**src/rtl/cfgbar_pkg.sv**
```systemverilog
package cfgbar_pkg;

  localparam int unsigned WORD_W = 32;
  localparam logic [32:0] IO_LIMIT = 33'h1_0000;

  // Window check shared by all regions: non-zero base, no carry past the
  // 32-bit space, and for I/O an end below the 64 KiB boundary.
  function automatic logic window_ok(input logic [31:0] base,
                                     input logic [31:0] size,
                                     input logic        is_io);
    logic [32:0] last;
    last = {1'b0, base} + {1'b0, size} - 33'd1;
    window_ok = (base != 32'd0) && !last[32] && !(is_io && (last >= IO_LIMIT));
  endfunction

endpackage

```
**src/rtl/cfgbar_slot.sv**
```systemverilog
module cfgbar_slot
  import cfgbar_pkg::*;
#(
  parameter logic [31:0] SIZE   = 32'h10,
  parameter bit          IS_IO  = 1'b0,
  parameter bit          IS_ROM = 1'b0
) (
  input  logic        clk,
  input  logic        rst,
  input  logic        wr_en,
  input  logic [31:0] wdata,
  input  logic        io_en,
  input  logic        mem_en,
  output logic [31:0] raw_q,
  output logic [31:0] rd_val,
  output logic [31:0] base_q,
  output logic        valid_q
);

  localparam logic [31:0] ADDR_MASK = ~(SIZE - 32'd1);
  localparam logic [31:0] KEEP_MASK = IS_ROM ? (ADDR_MASK | 32'd1) : ADDR_MASK;
  localparam logic [31:0] TYPE_BIT  = (IS_IO && !IS_ROM) ? 32'd1 : 32'd0;
  localparam bit          WIN_IO    = IS_IO && !IS_ROM;

  logic [31:0] base_c;
  logic        space_en;

  always_ff @(posedge clk) begin
    if (rst)        raw_q <= 32'd0;
    else if (wr_en) raw_q <= wdata & KEEP_MASK;
  end

  always_comb begin
    base_c = raw_q & ADDR_MASK;
    if (IS_ROM)     space_en = mem_en & raw_q[0];
    else if (IS_IO) space_en = io_en;
    else            space_en = mem_en;
  end

  assign rd_val = raw_q | TYPE_BIT;

  always_ff @(posedge clk) begin
    if (rst) begin
      base_q  <= 32'd0;
      valid_q <= 1'b0;
    end else begin
      base_q  <= base_c;
      valid_q <= space_en && window_ok(base_c, SIZE, WIN_IO);
    end
  end

endmodule

```
**src/rtl/cfgbar_bank.sv**
```systemverilog
module cfgbar_bank
  import cfgbar_pkg::*;
#(
  parameter int                       NUM_BARS = 6,
  parameter logic [NUM_BARS*32-1:0]   BAR_SIZE = {32'h0001_0000, 32'h0000_0004,
                                                  32'h0010_0000, 32'h0000_0100,
                                                  32'h0000_1000, 32'h0000_0010},
  parameter logic [NUM_BARS-1:0]      BAR_IO   = 6'b010101,
  parameter logic [31:0]              ROM_SIZE = 32'h0001_0000,
  localparam int                      NREG     = NUM_BARS + 1
) (
  input  logic               clk,
  input  logic               rst,
  input  logic               cfg_wr,
  input  logic               cfg_rd,
  input  logic [7:0]         cfg_addr,
  input  logic [3:0]         cfg_be,
  input  logic [31:0]        cfg_wdata,
  output logic [31:0]        cfg_rdata,
  output logic [NREG*32-1:0] region_base,
  output logic [NREG-1:0]    region_valid
);

  localparam logic [5:0] CMD_WORD = 6'd1;
  localparam logic [5:0] BAR_WORD = 6'd4;
  localparam logic [5:0] ROM_WORD = 6'd12;

  logic [5:0]         word;
  logic               aligned;
  logic               wr_full;
  logic [1:0]         cmd_q;
  logic [31:0]        rd_vals [NREG];
  logic [NREG*32-1:0] raw_all;
  logic [31:0]        rd_mux;

  assign word    = cfg_addr[7:2];
  assign aligned = (cfg_addr[1:0] == 2'b00);
  assign wr_full = cfg_wr && aligned && (cfg_be == 4'hF);

  // Command enables: only byte lane 0 bits 1:0 are implemented.
  always_ff @(posedge clk) begin
    if (rst) cmd_q <= 2'b00;
    else if (cfg_wr && aligned && cfg_be[0] && (word == CMD_WORD))
      cmd_q <= cfg_wdata[1:0];
  end

  for (genvar i = 0; i < NUM_BARS; i++) begin : g_bar
    localparam logic [5:0] MY_WORD = BAR_WORD + 6'(i);
    cfgbar_slot #(
      .SIZE   (BAR_SIZE[i*32 +: 32]),
      .IS_IO  (BAR_IO[i]),
      .IS_ROM (1'b0)
    ) u_slot (
      .clk     (clk),
      .rst     (rst),
      .wr_en   (wr_full && (word == MY_WORD)),
      .wdata   (cfg_wdata),
      .io_en   (cmd_q[0]),
      .mem_en  (cmd_q[1]),
      .raw_q   (raw_all[i*32 +: 32]),
      .rd_val  (rd_vals[i]),
      .base_q  (region_base[i*32 +: 32]),
      .valid_q (region_valid[i])
    );
  end

  cfgbar_slot #(
    .SIZE   (ROM_SIZE),
    .IS_IO  (1'b0),
    .IS_ROM (1'b1)
  ) u_rom (
    .clk     (clk),
    .rst     (rst),
    .wr_en   (wr_full && (word == ROM_WORD)),
    .wdata   (cfg_wdata),
    .io_en   (cmd_q[0]),
    .mem_en  (cmd_q[1]),
    .raw_q   (raw_all[NUM_BARS*32 +: 32]),
    .rd_val  (rd_vals[NUM_BARS]),
    .base_q  (region_base[NUM_BARS*32 +: 32]),
    .valid_q (region_valid[NUM_BARS])
  );

  always_comb begin
    rd_mux = 32'd0;
    if (word == CMD_WORD) rd_mux = {30'd0, cmd_q};
    for (int i = 0; i < NUM_BARS; i++) begin
      if (word == BAR_WORD + 6'(i)) rd_mux = rd_vals[i];
    end
    if (word == ROM_WORD) rd_mux = rd_vals[NUM_BARS];
  end

  always_ff @(posedge clk) begin
    if (rst)         cfg_rdata <= 32'd0;
    else if (cfg_rd) cfg_rdata <= rd_mux;
  end

endmodule

```
**config.mk**
```make
export PLATFORM = sky130hd
export DESIGN_NAME = cfgbar_bank
export DESIGN_NICKNAME = d
export VERILOG_FILES = /design/src/rtl/cfgbar_pkg.sv /design/src/rtl/cfgbar_slot.sv /design/src/rtl/cfgbar_bank.sv
export SDC_FILE = /design/constraint.sdc
export NUM_CORES = 1
export LEC_CHECK = 0
export ABC_AREA = 1
export BUFFER_PORTS_ARGS = -buffer_cell sky130_fd_sc_hd__buf_2
export CORE_UTILIZATION = 45
export CTS_BUF_LIST = sky130_fd_sc_hd__clkbuf_4 sky130_fd_sc_hd__clkbuf_8
export DETAILED_ROUTE_END_ITERATION = 7
export HOLD_SLACK_MARGIN = 0.08
export PLACE_DENSITY_LB_ADDON = 0.3
export SYNTH_ARGS = -nofsm -noshare
export SYNTH_HDL_FRONTEND = slang
export SYNTH_SLANG_ARGS = --single-unit
```
**constraint.sdc**
```tcl
create_clock -name clk -period 3.6 [get_ports clk]
set_input_delay 0.36 -clock clk [delete_from_list [all_inputs] [get_ports clk]]
set_output_delay 0.36 -clock clk [all_outputs]
set_load 0.01 [all_outputs]
```
* Word level (Yosys, flattened, before mapping)
Cells that the tools add are included.
** Storage, ports and cells
- Bits in registers :: 412
- Word-level logic and storage cells :: 111
** Operators by class
- Add/subtract/negate cells :: 14
- Magnitude comparators :: 3
- Equal/unequal tests :: 9
- Mux-type cells :: 8
- Bitwise gates (word level) :: 1
- Reductions and logical operators :: 46
** Operators by type and width (number)
- subtractor 33 x 1 -> 33 bit (second input constant) :: 7
- two-way mux 32 bit :: 7
- nonzero test 32 bit :: 7
- >= comparator 33 x 17 -> 1 bit (second input constant) :: 3
- adder 32 x 17 -> 33 bit (second input constant) :: 2
- adder 32 x 13 -> 33 bit (second input constant) :: 1
- adder 32 x 21 -> 33 bit (second input constant) :: 1
- adder 32 x 3 -> 33 bit (second input constant) :: 1
- adder 32 x 5 -> 33 bit (second input constant) :: 1
- adder 32 x 9 -> 33 bit (second input constant) :: 1
- logical AND 1 bit :: 28
- equality test 6 x 3 -> 1 bit (second input constant) :: 4
- equality test 6 x 4 -> 1 bit (second input constant) :: 3
- zero test 1 bit :: 10
- equality test 6 x 1 -> 1 bit (second input constant) :: 1
- equality test 4 bit (second input constant) :: 1
- zero test 2 bit :: 1
- two-way mux 2 bit :: 1
- AND 1 bit :: 1

* Depth between registers and ports, before layout
Gate-level depths: netlist of run 1.
- Word-level depth :: 9
- Gate-level depth with buffers :: 10
- Gate-level depth less buffers :: 9

* Modules after synthesis
Synthesis of run 1 repeated with hierarchy kept, for this count alone.
** Unflattened totals
- Cell total of the unflattened synthesis :: 2093
- Area, all modules :: 16141.7 um^2
** By module, submodules not included
- cfgbar_bank :: instances 1, cells each 596, area each 3091.7 um^2
- cfgbar_slot (g_bar[4].u_slot) :: instances 1, cells each 261, area each 2202.1 um^2
- cfgbar_slot (g_bar[0].u_slot) :: instances 1, cells each 254, area each 2153.3 um^2
- cfgbar_slot (g_bar[2].u_slot) :: instances 1, cells each 233, area each 2088.3 um^2
- cfgbar_slot (g_bar[1].u_slot) :: instances 1, cells each 210, area each 1885.6 um^2
- cfgbar_slot (u_rom) :: instances 1, cells each 189, area each 1674.1 um^2
- cfgbar_slot (g_bar[5].u_slot) :: instances 1, cells each 186, area each 1624.1 um^2
- cfgbar_slot (g_bar[3].u_slot) :: instances 1, cells each 164, area each 1422.6 um^2

* Worst setup path after synthesis of run 1
Ideal clock, no wire load.
- Kind :: input to register
- Start point :: in cfg_addr[1]
- End point :: reg g_bar[0].u_slot.raw_q[21]
- Library setup time :: 128 ps
- Arrival time :: 1362 ps
- Setup slack :: 2110 ps
- Stages :: 10
- Buffers on the path :: 2
- Path through :: nor2_1 nand3_1 nor2_1 inv_1 nor2_1 inv_1 buf_4 clkbuf_1 o21ai_0 a21oi_1
** On the way
- Longest elaborated chain between the ends :: 4
** RTL lines
- start, declared :: line cfgbar_bank.sv:16 : input logic [7:0] cfg_addr,
- zero test 2 bit :: line cfgbar_bank.sv:37 : assign aligned = (cfg_addr[1:0] == 2'b00);
- logical AND 1 bit (2 in series) :: line cfgbar_bank.sv:38 : assign wr_full = cfg_wr && aligned && (cfg_be == 4'hF);
- logical AND 1 bit :: line cfgbar_bank.sv:56 : .wr_en (wr_full && (word == MY_WORD)),
- end signal, assigned :: line cfgbar_slot.sv:30 : else if (wr_en) raw_q <= wdata & KEEP_MASK;
- end, declared :: line cfgbar_slot.sv:14 : output logic [31:0] raw_q,
Every way passes these cells.
A chain may end at the register's enable or synchronous reset.

* Worst setup path after layout of run 1
- Start point :: in cfg_addr[7]
- End point :: reg g_bar[3].u_slot.raw_q[20]
** On the way
- Longest elaborated chain between the ends :: 2
** RTL lines (line)
- equality test 6 x 3 -> 1 bit :: cfgbar_bank.sv:56
- logical AND 1 bit :: cfgbar_bank.sv:56
- end signal, assigned :: cfgbar_slot.sv:30
- end, declared :: cfgbar_slot.sv:14
Every way passes these cells.

==> flow_metrics.tcl, run 1 <==
set metrics [dict create \
    synth_area_leaders "sky130_fd_sc_hd__dfxtp_1 (54%), sky130_fd_sc_hd__a21oi_1 (8.5%), sky130_fd_sc_hd__o21ai_0 (5.6%), sky130_fd_sc_hd__nor2_1 (5.5%), sky130_fd_sc_hd__buf_4 (5.5%)" \
    syn_area_per_cell_um2 8.16 \
    initial_utilization_pct 45.7 \
    clock_sinks 334 \
    timing.hold.worst_path_depth 3 \
    detailedRoute.firstIterationViolations 1008 \
    timing.fmax_mhz 468 \
    antenna-diode-count 0 \
    cellPowerDensity_mw_per_mm2 507 \
    netlist_area_mm2 0.0123 \
    syn_to_final_growth_pct 16.4 \
    setup.worst_path.start "cfg_addr[7]" \
    routed_vias 10555 \
    die_area_mm2 0.0280 \
    crit-reg2reg-launch "g_bar[0].u_slot.raw_q[19]" \
    core_area_mm2 0.0269 \
    cts_tree "done" \
    fraction_of_layout_instances_using_a_drive_strength_above_1_pct 20.0 \
    dp.cells 1992 \
    layout_setup_ws_ps 1460 \
    vdd_drop_max_mv 0.269 \
    yosys_warnings 0 \
    timing.final.crit_period_ps 2140 \
    crit_type "in -> reg" \
    clock_latency_late_sink_ps 580 \
    groute.layer.met1.usage_pct 30.7 \
    postSynthRegisterBits 334 \
    seq_area_frac_synth_pct 54.4 \
    grt_util_met2_pct 42.0 \
    cts_max_path_buffers 3 \
    htree_num_levels 2 \
    timing.reg2reg.setup_slack_ps 2230 \
    crit_path_end_kind "flip-flop" \
    setup_tns_final_ps 0 \
    period_share_pct 59.4 \
    numCtsBuffers 52 \
    initial_antenna_violation_count 0 \
    critical_path.startpoint_type "input pin" \
    fin_total_pwr_mw 7.25 \
    clk_pin_slew_ps 60 \
    whs_endpoint "g_bar[2].u_slot.raw_q[14]" \
    yosysMostFrequentCell "sky130_fd_sc_hd__dfxtp_1" \
    hold_start "cfg_wdata[14]" \
    grt_setup_unrepaired "no" \
    cts_resized 0 \
    synth_largest_type_area_fraction_pct 54.4 \
    final_cell_count_no_fill 2078 \
    clock-root-buffer "sky130_fd_sc_hd__clkbuf_8" \
    worstReg2RegEnd "g_bar[0].u_slot.valid_q" \
    place.detailed.hpwl_um 25100 \
    die-height_um 167 \
    detail_route.vias_per_cell 5.08 \
    synth_edf_count 0 \
    worst-r2r-cell-count 5 \
    synth_common_cells "sky130_fd_sc_hd__dfxtp_1 (334), sky130_fd_sc_hd__a21oi_1 (208), sky130_fd_sc_hd__nor2_1 (181), sky130_fd_sc_hd__inv_1 (162), sky130_fd_sc_hd__nand2_1 (140)" \
    first_global_vias 9854 \
    chipWidth_um 167 \
    timing.critical_path.required_ps 4040 \
    maxSlewViolCount 0 \
    setup_violations 0 \
    timing.max_slew.rel_slack_pct 39.0 \
    antenna_left 0 \
    yosysTopAreaCell "sky130_fd_sc_hd__dfxtp_1" \
    drcViolationCount 0 \
    smallest_hold_slack_ps 113 \
    hold_class "in -> reg" \
    portBuffers 232 \
    post_synth_inst_count 1505 \
    dpl_worst_slack_ps 944 \
    io_pins 311 \
    postRouteWirelength_um 34900 \
    worstPathMaxFanout 24 \
    finalHoldViolCount 0 \
    gp_routability_congestion 0.908 \
    grt_util_all_layers_pct 24.5 \
    drtPass1Iterations 5 \
    power_leakage_nw 6.25 \
    routed_wire_length_per_instance_um 16.8 \
    skew_ps 21.7 \
    synth.lib_cells_used.distinct 29 \
    rows 60 \
    globalRouteMet3Util_pct 4.35 \
    max_slew.worst_pin.slew_ps 914 \
    num-nets-final 1754 \
    synthFlopType "sky130_fd_sc_hd__dfxtp_1" \
    gr-max-usage-layer "met2" \
    max_cap_violations 0 \
    status "finished clean" \
    gr-total-overflow 0 \
    wire_length_of_the_first_global_routing_pass_um 53600 \
    share_of_flip_flops_with_an_asynchronous_set_or_reset_pct 0 \
    maximum_number_of_pins_on_one_net_before_global_route_repair 78 \
    worst_ep_arrival_time_ps 2570 \
]
-- cell families (layout without fill, tap and decap cells) --
group | count (synthesis) | count (layout) | share of synthesized area (%)
simple gates | 441 | 441 | 15.8
compound gates | 386 | 386 | 16.1
buf+inv | 343 | 498 | 13.7
flops | 334 | 334 | 54.4
other cells | 1 | 78 | 0.0305
-- worst max-delay path by stage --
stage,depth (start not counted),end
2_1_floorplan,10,g_bar[0].u_slot.raw_q[21]
5_1_grt,7,g_bar[3].u_slot.raw_q[28]
3_5_place_dp,7,g_bar[3].u_slot.raw_q[27]
3_3_place_gp,7,g_bar[3].u_slot.raw_q[20]
4_1_cts,7,g_bar[3].u_slot.raw_q[27]
6_report,7,g_bar[3].u_slot.raw_q[20]
-- final cells by class --
class                      instances  area (um^2)
multi-input combinational        905         4210
tap                              341          427
sequential                       334         6690
clock buffer                      79         1030
timing repair buffer             242         1240
clock inverter                     6         60.1
fill                            2583        12600
inverter                         171          643
-- power by group --
part           switching, mW  leakage, nW  internal, mW
Combinational          0.214         2.99        0.0563
Sequential           0.00133         2.69          3.70
Clock                   1.40        0.571          1.88
-- flip-flops by register name, summed over array words and instances, names as in the netlist --
name	count
u_rom.raw_q	17
cfg_rdata	32
g_bar.u_slot.valid_q	6
cmd_q	2
g_bar.u_slot.raw_q	130
u_rom.base_q	16
g_bar.u_slot.base_q	130
u_rom.valid_q	1
-- cell usage in the layout (no fill, tap or decap), types with 5 or more instances in the layout --
master and n:
sky130_fd_sc_hd__dfxtp_1 334, sky130_fd_sc_hd__buf_2 231, sky130_fd_sc_hd__a21oi_1 208, sky130_fd_sc_hd__nor2_1 181, sky130_fd_sc_hd__inv_1 162, sky130_fd_sc_hd__nand2_1 140, sky130_fd_sc_hd__o21ai_0 138, sky130_fd_sc_hd__conb_1 78
sky130_fd_sc_hd__clkbuf_8 70, sky130_fd_sc_hd__nand3_1 44, sky130_fd_sc_hd__nand4_1 32, sky130_fd_sc_hd__nor4_1 26, sky130_fd_sc_hd__o21ai_1 20, sky130_fd_sc_hd__o22ai_1 10, sky130_fd_sc_hd__buf_4 10, sky130_fd_sc_hd__clkbuf_4 9
sky130_fd_sc_hd__inv_2 7, sky130_fd_sc_hd__o2111ai_1 5, sky130_fd_sc_hd__nor3_1 5
-- per-stage QoR --
stage | area (um^2) | utilization (%)
6_report | 14300 | 53.2
5_1_grt | 14300 | 53.2
4_1_cts | 14300 | 53.2
3_5_place_dp | 13200 | 49.1
3_3_place_gp | 13200 | 49.1
2_1_floorplan | 12600 | -
-- routing by layer --
metal	up-vias	wire, um
li1	5132	-
met1	4880	14800
met2	468	16700
met3	75	2310
met4	0	1090
met5	-	0
-- worst max-delay path, cell delays in order --
cell and delay, ps:
sky130_fd_sc_hd__buf_2 120, sky130_fd_sc_hd__nor2_4 470, sky130_fd_sc_hd__nand3_1 200, sky130_fd_sc_hd__nor2_2 430, sky130_fd_sc_hd__nand2_1 560, sky130_fd_sc_hd__o21ai_0 360, sky130_fd_sc_hd__a21oi_1 60
-- what timing repair did --
| action | 4_1_cts | 5_1_grt |
|---|---|---|
| hold buffers | 1 | 0 |
| setup buffers | 0 | 0 |
| hold endpoints to repair | 1 | 0 |
No activity file was read; power rests on OpenSTA's default activity.
==> run 2: changes to the inputs <==
==> constraint.sdc (replaced) <==
create_clock -name clk -period 1.99 [get_ports clk]
set_input_delay 0.199 -clock clk [delete_from_list [all_inputs] [get_ports clk]]
set_output_delay 0.199 -clock clk [all_outputs]
set_load 0.01 [all_outputs]
==> run 2 against run 1 <==
Net effect: global-route usage is 0.086 points lower; clock-buffer cell count fell by 2; via count is 1.5% higher; critical path depth unchanged; sequential power up 81%; register-to-register slack got worse by 1700 ps; highest routed layer unchanged.
==> flow_metrics.tcl, run 2 (same netlist as run 1, synthesis figures left out) <==
set metrics [dict create \
    status "finished clean" \
    postRouteWirelength_um 34800 \
    max_cap_violations 0 \
    maxSlewViolCount 0 \
    switching_power_mw 2.98 \
    internal-power_mw 10.5 \
    fraction_of_layout_instances_using_a_drive_strength_above_1_pct 20.6 \
    gr-total-overflow 0 \
    rows 60 \
    clk_pin_slew_ps 60 \
    critical_path.startpoint_type "input pin" \
    dp.cells 2008 \
    worst_ep_arrival_time_ps 2130 \
    clk_pwr_share_pct 46.2 \
    combinationalPowerShare_pct 4.2 \
    period_share_pct 84.9 \
    cts_setup_buffers 0 \
    crit_type "in -> reg" \
    timing.max_slew.rel_slack_pct 45.4 \
    io_pins 311 \
    routed_wire_length_per_instance_um 16.3 \
    timing.fmax_mhz 592 \
    crit-reg2reg-launch "g_bar[4].u_slot.raw_q[27]" \
    detailedRoute.firstIterationViolations 962 \
    portBuffers 232 \
    utilization_pct 55.4 \
    skew_ps 21.2 \
    most_common_cell_after_layout_fill_and_taps_aside "sky130_fd_sc_hd__dfxtp_1" \
    timing.final.crit_period_ps 1690 \
    wire_length_of_the_first_global_routing_pass_um 53500 \
    smallest_hold_slack_ps 117 \
    crit_path_end_kind "flip-flop" \
    numCtsBuffers 51 \
    grt_util_all_layers_pct 24.4 \
    grt_util_met2_pct 41.0 \
    gr-max-usage-layer "met2" \
    gp_routability_congestion 0.909 \
    drcViolationCount 0 \
    syn_to_final_growth_pct 21.1 \
    clock_sinks 334 \
    antenna-diode-count 0 \
    cts_tree "done" \
    crit_path_end "g_bar[1].u_slot.valid_q" \
    detail_route.vias_per_cell 5.03 \
    htree_num_levels 2 \
    post_route_cell_area_mm2 0.0149 \
    worstReg2RegEnd "g_bar[4].u_slot.valid_q" \
    initial_utilization_pct 45.7 \
    initial_antenna_violation_count 0 \
    grt_setup_unrepaired "no" \
    cellPowerDensity_mw_per_mm2 908 \
    worst-r2r-cell-count 3 \
    multi_input_comb_area_mm2 0.00421 \
    power_leakage_nw 6.53 \
    globalRouteMet3Util_pct 4.14 \
    setup_tns_final_ps 0 \
    routed_vias 10715 \
    die-height_um 167 \
    clock-root-buffer "sky130_fd_sc_hd__clkbuf_8" \
    finalHoldViolCount 0 \
    drtPass1Iterations 6 \
    worstPathMaxFanout 27 \
    max_slew.worst_pin.slew_ps 818 \
    core_area_mm2 0.0269 \
    die_area_mm2 0.0280 \
    filler_cell_count 2552 \
    groute.layer.met1.usage_pct 31.1 \
    p_seq_share_pct 49.5 \
    setup.worst_path.start "rst" \
    reg_top3 "g_bar.u_slot.base_q: 130 flops, g_bar.u_slot.raw_q: 130 flops, cfg_rdata: 32 flops" \
    timing.reg2reg.setup_slack_ps 580 \
    vdd_drop_max_mv 0.484 \
    setup_violations 0 \
    num-nets-final 1802 \
    first_global_vias 9899 \
    chipWidth_um 167 \
    placedInstanceArea_mm2 0.0134 \
    hold_class "in -> reg" \
    antenna_left 0 \
    maximum_number_of_pins_on_one_net_before_global_route_repair 88 \
    switching_share_pct 22.0 \
    timing.critical_path.required_ps 2430 \
    cts_max_path_buffers 3 \
    clock_latency_late_sink_ps 570 \
    final_cell_count_no_fill 2132 \
    area.sequential_mm2 0.00669 \
    place.detailed.hpwl_um 25200 \
    layout_common_cells "sky130_fd_sc_hd__dfxtp_1 (334), sky130_fd_sc_hd__buf_2 (231), sky130_fd_sc_hd__a21oi_1 (208), sky130_fd_sc_hd__nor2_1 (181), sky130_fd_sc_hd__inv_1 (162)" \
]
[run 2: cell count changes in the layout (fill, tap and decap cells not counted), sizes merged]
| cell | previous run | this run |
|---|---|---|
| dlygate4sd3 | 1 | 34 |
| buf | 241 | 257 |
| clkinv | 5 | 10 |
| bufinv | 1 | 4 |
| clkbuf | 79 | 77 |
| clkinvlp | 2 | 1 |
[run 2: critical path: stages]
cell                            delay (ps)
sky130_fd_sc_hd__dlygate4sd3_1         570
sky130_fd_sc_hd__buf_4                 260
sky130_fd_sc_hd__clkinv_2              380
sky130_fd_sc_hd__nand2_1               390
sky130_fd_sc_hd__inv_1                 140
sky130_fd_sc_hd__o21ai_0               130
sky130_fd_sc_hd__inv_1                  60
[run 2: power groups by stage]
stage	logic [mW]	registers (mW)	clock network [mW]
floorplan	0.415	6.84	0
global placement	0.502	6.84	0
detailed placement	0.506	6.84	0
CTS	0.561	6.69	6.32
global route	0.617	6.69	6.65
finish	0.568	6.69	6.25
[run 2: final cells by class]
class | instances | area share, %
Timing Repair Buffer | 291 | 11.9
Clock inverter | 13 | 1.13
Inverter | 171 | 4.32
Multi-Input combinational cell | 905 | 28.3
Sequential cell | 334 | 44.9
Clock buffer | 77 | 6.62
Tap cell | 341 | 2.87
[run 2: per-layer routing]
metal	up-vias	share of wire, %
met5	-	0
met4	0	3.1
met3	70	6.7
met2	485	48
met1	4916	43
li1	5244	-
[run 2: worst min-delay path by stage]
stage | cells past startpoint | to | from
global route | 4 | cfg_rdata[1] | cfg_addr[4]
global placement | 2 | cfg_rdata[7] | cfg_rdata[7]
detailed placement | 2 | cfg_rdata[15] | cfg_rdata[15]
CTS | 4 | cfg_rdata[1] | cfg_addr[4]
floorplan | 2 | cmd_q[1] | cfg_wdata[1]
finish | 4 | cfg_rdata[1] | cfg_addr[4]
[run 2: metrics by stage]
stage / total power, mW / setup WS [ps]
finish: 13.5 / 301
global route: 14.0 / 228
CTS: 13.6 / 333
detailed placement: 7.35 / 61.2
global placement: 7.34 / 224
floorplan: 7.26 / 661
[run 2: timing repair]
item                      4_1_cts  5_1_grt
hold endpoints to repair      154        0
gates resized for setup         0        0
hold buffers                   34        0
==> run 3: changes to the inputs <==
==> constraint.sdc (replaced) <==
create_clock -name clk -period 1.4 [get_ports clk]
set_input_delay 0.14 -clock clk [delete_from_list [all_inputs] [get_ports clk]]
set_output_delay 0.14 -clock clk [all_outputs]
set_load 0.01 [all_outputs]
==> run 3 against run 2 <==
Net effect: register-to-register slack worse by 530 ps; first-iteration DRC count shrank 6.2%; combinational power rose by 49%; cell count rose by 2.3%; critical path depth shrank 2; sequential share of layout area is 1.5 points lower; clock power increased by 47%; design area up 3.4%; global-route usage grew 0.68 points; critical endpoint is now g_bar[0].u_slot.valid_q.
==> flow_metrics.tcl, run 3 (same netlist as run 1, synthesis figures left out) <==
set metrics [dict create \
    die_area_mm2 0.0280 \
    dp.cells 2055 \
    status "finished clean" \
    clk_pin_slew_ps 60 \
    die-height_um 167 \
    clock_sinks 334 \
    power_leakage_nw 6.80 \
    postRouteWirelength_um 36000 \
    initial_antenna_violation_count 1 \
    hold_class "in -> reg" \
    crit_type "reg -> reg" \
    maximum_number_of_pins_on_one_net_before_global_route_repair 73 \
    htree_num_levels 2 \
    initial_utilization_pct 45.7 \
    period_share_pct 96.7 \
    maxSlewViolCount 0 \
    final_cell_count_no_fill 2181 \
    clock_latency_late_sink_ps 570 \
    clock-root-buffer "sky130_fd_sc_hd__clkbuf_8" \
    portBuffers 232 \
    max_cap_violations 0 \
    post_route_cell_area_mm2 0.0154 \
    rows 60 \
    max_slew.worst_pin.slew_ps 634 \
    first_global_vias 10204 \
    timing.fmax_mhz 739 \
    timing.max_slew.rel_slack_pct 57.8 \
    syn_to_final_growth_pct 25.2 \
    drtPass1Iterations 7 \
    io_pins 311 \
    gp_routability_congestion 0.918 \
    antenna_left 0 \
    core_area_mm2 0.0269 \
    layout_common_cells "sky130_fd_sc_hd__dfxtp_1 (334), sky130_fd_sc_hd__buf_2 (231), sky130_fd_sc_hd__a21oi_1 (208), sky130_fd_sc_hd__nor2_1 (181), sky130_fd_sc_hd__inv_1 (162)" \
    critical_path.startpoint_type "flip-flop" \
    worst_ep_arrival_time_ps 1850 \
    numCtsBuffers 51 \
    setup_violations 0 \
    num-nets-final 1849 \
    cts_tree "done" \
    skew_ps 26.9 \
    finalHoldViolCount 0 \
    vdd_drop_max_mv 0.618 \
    routed_wire_length_per_instance_um 16.5 \
    placedInstanceArea_mm2 0.0138 \
    dpl_worst_slack_ps -235 \
    timing.critical_path.required_ps 1890 \
    cts_max_path_buffers 3 \
    crit_path_end_kind "flip-flop" \
    cts_setup_buffers 0 \
    reg_top3 "g_bar.u_slot.base_q: 130 flops, g_bar.u_slot.raw_q: 130 flops, cfg_rdata: 32 flops" \
    routed_vias 10937 \
    grt_util_all_layers_pct 25.1 \
    most_common_cell_after_layout_fill_and_taps_aside "sky130_fd_sc_hd__dfxtp_1" \
    drcViolationCount 0 \
    layout_setup_ws_ps 46.6 \
    cellPowerDensity_mw_per_mm2 1270 \
    place.detailed.hpwl_um 26000 \
    gr-total-overflow 0 \
    chipWidth_um 167 \
    timing.final.crit_period_ps 1350 \
    setup_tns_final_ps 0 \
    detailedRoute.firstIterationViolations 902 \
    wire_length_of_the_first_global_routing_pass_um 54700 \
    detail_route.vias_per_cell 5.01 \
    fraction_of_layout_instances_using_a_drive_strength_above_1_pct 22.8 \
    worstPathMaxFanout 3 \
]
==> run 3: final cells by class <==
type | instances | area [um^2]
clock inverters | 10 | 150
repair buffers | 338 | 2210
flip-flops and latches | 334 | 6690
fillers | 2474 | 11500
well taps | 341 | 427
multi-input cells | 905 | 4220
diodes | 1 | 2.50
clock buffers | 81 | 1050
inverters | 171 | 643
==> run 3: worst paths after layout <==
| kind | end | slack (ps) | startpoint | cells past startpoint |
|---|---|---|---|---|
| worst min-delay path | cfg_rdata[1] | 120 | cfg_addr[4] | 5 |
| worst max-delay path | g_bar[0].u_slot.valid_q | 50 | g_bar[0].u_slot.raw_q[18] | 5 |
| worst max register to register | g_bar[0].u_slot.valid_q | 50 | g_bar[0].u_slot.raw_q[18] | 5 |
| worst min register to register | cfg_rdata[14] | 460 | cfg_rdata[14] | 2 |
==> run 3: per-stage QoR <==
step	total power [mW]	hold slack [ps]	util, %
after floorplan	10.3	275	-
after global placement	10.5	437	51.5
after detailed placement	10.5	429	51.5
after CTS	19.6	95.0	57.2
after global routing	20.2	132	57.2
final	19.5	118	57.2
==> run 3: routing by layer <==
layer	up-vias	wire (um)	track usage [%]
met4	0	1420	11.7
met5	-	0	0
li1	5342	-	-
met2	493	16900	42.6
met3	92	2420	4.54
met1	5010	15200	30.8
==> run 3: what timing repair did <==
item | CTS | global route
endpoints found under the hold margin | 154 | 0
gates resized for setup | 0 | 2
hold buffers | 34 | 0
setup endpoints to repair | 0 | 3
==> run 3: report_power, final <==
part | internal [mW] | total (mW) | switching [mW]
sequential | 9.51 | 9.51 | 0.00395
combinational | 0.264 | 0.848 | 0.584
clock | 5.49 | 9.16 | 3.67
total | 15.3 | 19.5 | 4.26
==> run 3: critical path: stages, from the launching register on <==
cell	delay [ps]
sky130_fd_sc_hd__dfxtp_1	320
sky130_fd_sc_hd__inv_1	100
sky130_fd_sc_hd__nand4_1	170
sky130_fd_sc_hd__nor3_2	230
sky130_fd_sc_hd__nand4_1	250
sky130_fd_sc_hd__a31oi_1	200
